## src/rtl/msi_gen_pkg.sv

```systemverilog
package msi_gen_pkg;

    localparam int unsigned PAGE_SHIFT = 12;
    localparam logic [31:0] HI_KEEP    = 32'h9F77_FFFF;

    typedef struct packed {
        logic        lock;
        logic [1:0]  pad_a;
        logic [4:0]  grp_shift;
        logic        pad_b;
        logic [2:0]  hrt_shift;
        logic        pad_c;
        logic [2:0]  grp_width;
        logic [3:0]  hrt_width;
        logic [11:0] base_top;
    } hi_word_t;

    typedef enum logic [1:0] {
        ST_IDLE  = 2'd0,
        ST_BUILD = 2'd1,
        ST_ISSUE = 2'd2
    } gen_state_e;

endpackage

```

## src/rtl/msi_cfg_bank.sv

```systemverilog
module msi_cfg_bank
    import msi_gen_pkg::*;
#(
    parameter bit HAS_CHILD = 1'b1
) (
    input  logic        clk,
    input  logic        rst_n,
    input  logic        we,
    input  logic [1:0]  sel,
    input  logic [31:0] wdata,
    input  logic [1:0]  rsel,
    output logic [31:0] rdata,
    output logic [31:0] m_lo,
    output logic [31:0] m_hi,
    output logic [31:0] s_lo,
    output logic [31:0] s_hi
);
    localparam int unsigned NPAIR = 2;

    logic [31:0] lo_q [NPAIR];
    logic [31:0] hi_q [NPAIR];

    for (genvar p = 0; p < NPAIR; p++) begin : g_pair
        if (p == 0 || HAS_CHILD) begin : g_on
            logic [31:0] lo_r;
            logic [31:0] hi_r;
            logic        hit;

            assign hit = we && (sel[1] == 1'(p)) && !hi_r[31];

            always_ff @(posedge clk) begin
                if (!rst_n) begin
                    lo_r <= '0;
                    hi_r <= '0;
                end else if (hit) begin
                    if (sel[0]) hi_r <= wdata & HI_KEEP;
                    else        lo_r <= wdata;
                end
            end

            assign lo_q[p] = lo_r;
            assign hi_q[p] = hi_r;
        end else begin : g_off
            assign lo_q[p] = '0;
            assign hi_q[p] = '0;
        end
    end

    assign rdata = rsel[0] ? hi_q[rsel[1]] : lo_q[rsel[1]];
    assign m_lo  = lo_q[0];
    assign m_hi  = hi_q[0];
    assign s_lo  = lo_q[1];
    assign s_hi  = hi_q[1];

endmodule

```

## src/rtl/msi_addr_calc.sv

```systemverilog
module msi_addr_calc
    import msi_gen_pkg::*;
#(
    parameter int unsigned HART_W  = 14,
    parameter int unsigned GUEST_W = 6
) (
    input  logic [31:0]        lo_word,
    input  logic [31:0]        hi_word,
    input  logic [HART_W-1:0]  hart,
    input  logic [GUEST_W-1:0] guest,
    input  logic               use_guest,
    output logic [63:0]        addr
);
    hi_word_t    f;
    logic [63:0] hart64;
    logic [63:0] grp_part;
    logic [63:0] loc_part;
    logic [63:0] gst_part;
    logic [63:0] base_part;
    logic [63:0] page;
    logic [5:0]  grp_pos;

    always_comb begin
        f         = hi_word_t'(hi_word);
        hart64    = 64'(hart);
        grp_pos   = {1'b0, f.grp_shift} + 6'(PAGE_SHIFT);
        grp_part  = (hart64 >> f.hrt_width) & ((64'd1 << f.grp_width) - 64'd1);
        loc_part  = hart64 & ((64'd1 << f.hrt_width) - 64'd1);
        gst_part  = use_guest ? (64'(guest) & ((64'd1 << f.hrt_shift) - 64'd1)) : '0;
        base_part = {20'd0, f.base_top, lo_word};
        page      = base_part | (grp_part << grp_pos) | (loc_part << f.hrt_shift) | gst_part;
        addr      = page << PAGE_SHIFT;
    end

endmodule

```

## src/rtl/msi_issue_fsm.sv

```systemverilog
module msi_issue_fsm
    import msi_gen_pkg::*;
(
    input  logic clk,
    input  logic rst_n,
    input  logic req_valid,
    input  logic msg_ready,
    output logic req_ready,
    output logic msg_valid,
    output logic cap_en,
    output logic build_en
);
    gen_state_e state_q, state_d;

    always_ff @(posedge clk) begin
        if (!rst_n) state_q <= ST_IDLE;
        else        state_q <= state_d;
    end

    always_comb begin
        state_d = state_q;
        unique case (state_q)
            ST_IDLE:  if (req_valid) state_d = ST_BUILD;
            ST_BUILD: state_d = ST_ISSUE;
            ST_ISSUE: if (msg_ready) state_d = ST_IDLE;
            default:  state_d = ST_IDLE;
        endcase
    end

    always_comb begin
        req_ready = 1'b0;
        msg_valid = 1'b0;
        cap_en    = 1'b0;
        build_en  = 1'b0;
        unique case (state_q)
            ST_IDLE: begin
                req_ready = 1'b1;
                cap_en    = req_valid;
            end
            ST_BUILD: build_en  = 1'b1;
            ST_ISSUE: msg_valid = 1'b1;
            default: ;
        endcase
    end

endmodule

```

## src/rtl/msi_addr_gen.sv

```systemverilog
module msi_addr_gen
    import msi_gen_pkg::*;
#(
    parameter int unsigned HART_W    = 14,
    parameter int unsigned GUEST_W   = 6,
    parameter int unsigned EIID_W    = 11,
    parameter bit          HAS_CHILD = 1'b1
) (
    input  logic               clk,
    input  logic               rst_n,
    input  logic               cfg_we,
    input  logic [1:0]         cfg_sel,
    input  logic [31:0]        cfg_wdata,
    input  logic [1:0]         cfg_rsel,
    output logic [31:0]        cfg_rdata,
    input  logic               req_valid,
    output logic               req_ready,
    input  logic               req_super,
    input  logic [HART_W-1:0]  req_hart,
    input  logic [GUEST_W-1:0] req_guest,
    input  logic [EIID_W-1:0]  req_eiid,
    output logic               msg_valid,
    input  logic               msg_ready,
    output logic [63:0]        msg_addr,
    output logic [31:0]        msg_data,
    input  logic               resp_valid,
    input  logic               resp_err,
    output logic               wr_err
);
    logic [31:0] m_lo, m_hi, s_lo, s_hi;
    logic        cap_en, build_en;
    logic        sup_q;
    logic [HART_W-1:0]  hart_q;
    logic [GUEST_W-1:0] guest_q;
    logic [EIID_W-1:0]  eiid_q;
    logic [63:0] addr_calc;
    logic [63:0] addr_q;
    logic [31:0] data_q;
    logic        err_q;

    msi_cfg_bank #(.HAS_CHILD(HAS_CHILD)) u_bank (
        .clk   (clk),
        .rst_n (rst_n),
        .we    (cfg_we),
        .sel   (cfg_sel),
        .wdata (cfg_wdata),
        .rsel  (cfg_rsel),
        .rdata (cfg_rdata),
        .m_lo  (m_lo),
        .m_hi  (m_hi),
        .s_lo  (s_lo),
        .s_hi  (s_hi)
    );

    msi_issue_fsm u_fsm (
        .clk       (clk),
        .rst_n     (rst_n),
        .req_valid (req_valid),
        .msg_ready (msg_ready),
        .req_ready (req_ready),
        .msg_valid (msg_valid),
        .cap_en    (cap_en),
        .build_en  (build_en)
    );

    msi_addr_calc #(.HART_W(HART_W), .GUEST_W(GUEST_W)) u_calc (
        .lo_word   (sup_q ? s_lo : m_lo),
        .hi_word   (sup_q ? s_hi : m_hi),
        .hart      (hart_q),
        .guest     (guest_q),
        .use_guest (sup_q),
        .addr      (addr_calc)
    );

    always_ff @(posedge clk) begin
        if (!rst_n) begin
            sup_q   <= 1'b0;
            hart_q  <= '0;
            guest_q <= '0;
            eiid_q  <= '0;
        end else if (cap_en) begin
            sup_q   <= req_super;
            hart_q  <= req_hart;
            guest_q <= req_guest;
            eiid_q  <= req_eiid;
        end
    end

    always_ff @(posedge clk) begin
        if (!rst_n) begin
            addr_q <= '0;
            data_q <= '0;
        end else if (build_en) begin
            addr_q <= addr_calc;
            data_q <= 32'(eiid_q);
        end
    end

    always_ff @(posedge clk) begin
        if (!rst_n) err_q <= 1'b0;
        else        err_q <= resp_valid && resp_err;
    end

    assign msg_addr = addr_q;
    assign msg_data = data_q;
    assign wr_err   = err_q;

endmodule

```

## config.mk

```make
export PLATFORM = sky130hd
export DESIGN_NAME = msi_addr_gen
export DESIGN_NICKNAME = d
export VERILOG_FILES = /design/src/rtl/msi_gen_pkg.sv /design/src/rtl/msi_cfg_bank.sv /design/src/rtl/msi_addr_calc.sv /design/src/rtl/msi_issue_fsm.sv /design/src/rtl/msi_addr_gen.sv
export SDC_FILE = /design/constraint.sdc
export NUM_CORES = 1
export LEC_CHECK = 0
export CELL_PAD_IN_SITES_DETAIL_PLACEMENT = 1
export CELL_PAD_IN_SITES_GLOBAL_PLACEMENT = 1
export CORE_UTILIZATION = 35
export DETAILED_ROUTE_END_ITERATION = 12
export PLACE_DENSITY_LB_ADDON = 0.1
export SETUP_SLACK_MARGIN = 0.02
export SLEW_MARGIN = 20
export SYNTH_ARGS = -nofsm -noshare
export SYNTH_HDL_FRONTEND = slang
export SYNTH_SLANG_ARGS = --single-unit
export TNS_END_PERCENT = 1
```

## constraint.sdc

```tcl
create_clock -name clk -period 4 [get_ports clk]
set_input_delay 1.2 -clock clk [delete_from_list [all_inputs] [get_ports clk]]
set_output_delay 1.2 -clock clk [all_outputs]
set_load 0.01 [all_outputs]
```

==> reports/results.ini <==
[outcome]
status = finished, final reports clean

[cells_and_area]
stdcell_area_sq_um = 15700
register_area_sq_um = 4370
fin_nets = 1781
drive_above_1_share = 0.112
area.growth.synth_to_final_pct = 24.6
multi_input_area_sq_um = 7570
antennaDiodeCount = 0
post-route-util = 0.442
fillCellCount = 4196

[pwr]
vdd_drop_max_mv = 0.313
power.density_nw_per_um2 = 362
leakage_nw = 5.47

[floorplanning]
io_pins = 206
start_util = 0.355
fp.dieH_um = 192
core_sq_um = 35500
row_count = 69
dieArea_sq_um = 36800
die_w_um = 192

[timing]
clock_skew_ns = 0.0146
holdWs_ns = 0.454
finalSetupTns_ns = 0
rsz0062_at_grt = false
fmax_mhz = 260
maxSlewViolCount = 0
setup_viol = 0
period_needed_ns = 3.84
hold_viol_final = 0
fin_ws_ns = 0.161
max_slew.worst_pin.slew_ns = 1.21
slew_headroom = 0.190
fin_crit_sh = 0.960

[placed_design]
dpl_cell_area_sq_um = 14900
post-place-ws_ns = -0.0420
port_buffers = 172
dp_hpwl_um = 38100
gp_congestion = 0.935

[yosys]
synth_warnings = 0
syn_area_sq_um = 12600
netlist_instances = 1543
synth_top_area_share = 0.346
synth-edff-count = 0
ys_seq_area_frac = 0.346
ys_ff_latch = 218
avgSynthCellArea_sq_um = 8.16
ys_types = 90
async_reset_ff_frac = 0
synth_top_cell_by_area = dfxtp_1
synthFlopType = dfxtp_1
synthTopCellsByArea = dfxtp_1 35%, nand2_1 12%, a21boi_0 9.6%

[cts]
clk_pin_slew_ns = 0.06
clock_sinks = 218
post_cts.repair.setup_buffers = 0
root_buffer = clkbuf_16
cts_buffers = 27
cts_tree = yes
postCtsHoldBufs = 0
h-tree-depth = 1
clock_latency_ns = 0.56
cts_buffer_depth = 3

[setup_path]
critical_path.endpoint_type = primary output
crit_type = input port to primary output
arrival_ns = 2.64
path_max_fanout = 10
reg2reg_from = sup_q
cp-startpoint = cfg_rsel[0]
required_ns = 2.80
cp-start-kind = input port

[global_routing]
grt_pass1_vias = 12300
overflow = 0
grtUsageTotal = 0.281
antenna_found_initial = 0
grt_max_degree = 101
grt_pass1_wl_um = 78400

[routing]
first_iter_violations = 1098
routedWlPerCell_um = 24.0
ant_nets = 0
viasPerCell = 5.79
dr.pass1.iters = 5
drc = 0
routed_wl_um = 52200
vias = 12600

[worst_hold_path]
hp-class = flip-flop to flip-flop
worstHoldStart = msg_addr[56]

[run]
drv_cap = 0

worst max-delay path, stage by stage:
cell,delay (ns)
dlymetal6s2s_1,0.35
buf_4,0.28
mux4_2,0.32
clkdlybuf4s50_1,0.49
worst paths after layout:
kind | end | slack [ns] | cells after the start
hold reg to reg | msg_addr[56] | 0.45 | 2
hold / removal | msg_addr[56] | 0.45 | 2
setup / recovery | cfg_rdata[25] | 0.16 | 4
setup reg to reg | msg_addr[47] | 0.36 | 12
per-layer routing:
layer  wire length (um)  track usage  part of all wire
met5                  0            0                 0
met4               1120       0.0638             0.022
met3               3060       0.0305             0.059
met2              23300        0.439              0.45
met1              24700        0.412              0.47
logic make-up after synthesis:
family,after synthesis,synth area share
mux,111,0.124
buf+inv,164,0.0641
flops,218,0.346
other cells,1,0.000298
xor+xnor,4,0.00278
fa+ha+maj,4,0.00397
compound gates,458,0.263
simple gates,583,0.196
through the flow:
step / total power [mW] / cells
floorplan: 2.97 / 1575
global placement: 3.43 / 2133
detailed placement: 3.44 / 2133
CTS: 5.73 / 2176
global route: 5.91 / 2177
finish: 5.68 / 2177
timing repair:
item                       4_1_cts  5_1_grt
setup endpoints to repair       19       10
gates cloned                     0        1
gates resized for setup         19        2
power breakdown:
part | switching [mW] | leakage (nW) | internal [mW]
sequential | 0.106 | 1.78 | 2.27
combinational | 0.605 | 3.30 | 0.427
clock | 0.969 | 0.390 | 1.30
flip-flops by register name (all words and copies together), names as in the netlist:
| signal | count |
|---|---|
| sup_q | 1 |
| u_bank.s_hi | 28 |
| hart_q | 14 |
| wr_err | 1 |
| msg_data | 11 |
| guest_q | 6 |
| u_bank.m_hi | 28 |
| eiid_q | 11 |
| msg_addr | 52 |
| u_bank.m_lo | 32 |
| u_bank.s_lo | 32 |
| u_fsm.state_q | 2 |
cell usage in the layout (no fill, tap or decap), drive strengths merged, types with 14 or more instances in the layout:
master         synthesis  final
nand3                 27     27
o221ai                14     14
mux2                  18     18
inv                   15     16
mux4                  32     32
conb                   1     33
dlygate4sd2            1     19
a31oi                 24     24
a211oi                23     23
nor2                  70     70
nand2                394    394
buf                   56     75
o21ai                 67     67
nor3                  30     30
o211ai                15     15
a21boi               162    162
clkdlybuf4s50          0    150
a21oi                 56     56
dfxtp                218    218
clkbuf                91     38
mux2i                 61     61
cells in the mapped netlist (7+ instances only):
library cell and count:
a21boi_0 161, a31oi_1 24, o211ai_1 14, o2111ai_1 7, o21ai_0 64, o221ai_1 13
and2_1 8, nor3_1 28, nor2b_1 9, buf_2 8, nand2_1 394, buf_6 7
buf_4 33, or3_1 7, mux4_2 32, inv_1 15, clkbuf_1 91, nand3_1 27
and3_1 7, buf_1 8, dfxtp_1 218, a2111oi_0 8, mux2_2 15, a21oi_1 56
o22ai_1 9, a211oi_1 19, mux2i_1 59, nor2_1 70
final cells by class:
| cell class | instances | area share |
|---|---|---|
| multi-input cells | 1193 | 0.482 |
| flip-flops and latches | 218 | 0.278 |
| repair buffers | 246 | 0.148 |
| clock buffers | 37 | 0.0480 |
| well taps | 461 | 0.0368 |
| inverters | 16 | 0.00383 |
| clock inverters | 6 | 0.00319 |
(Power assumes the default switching activity.)
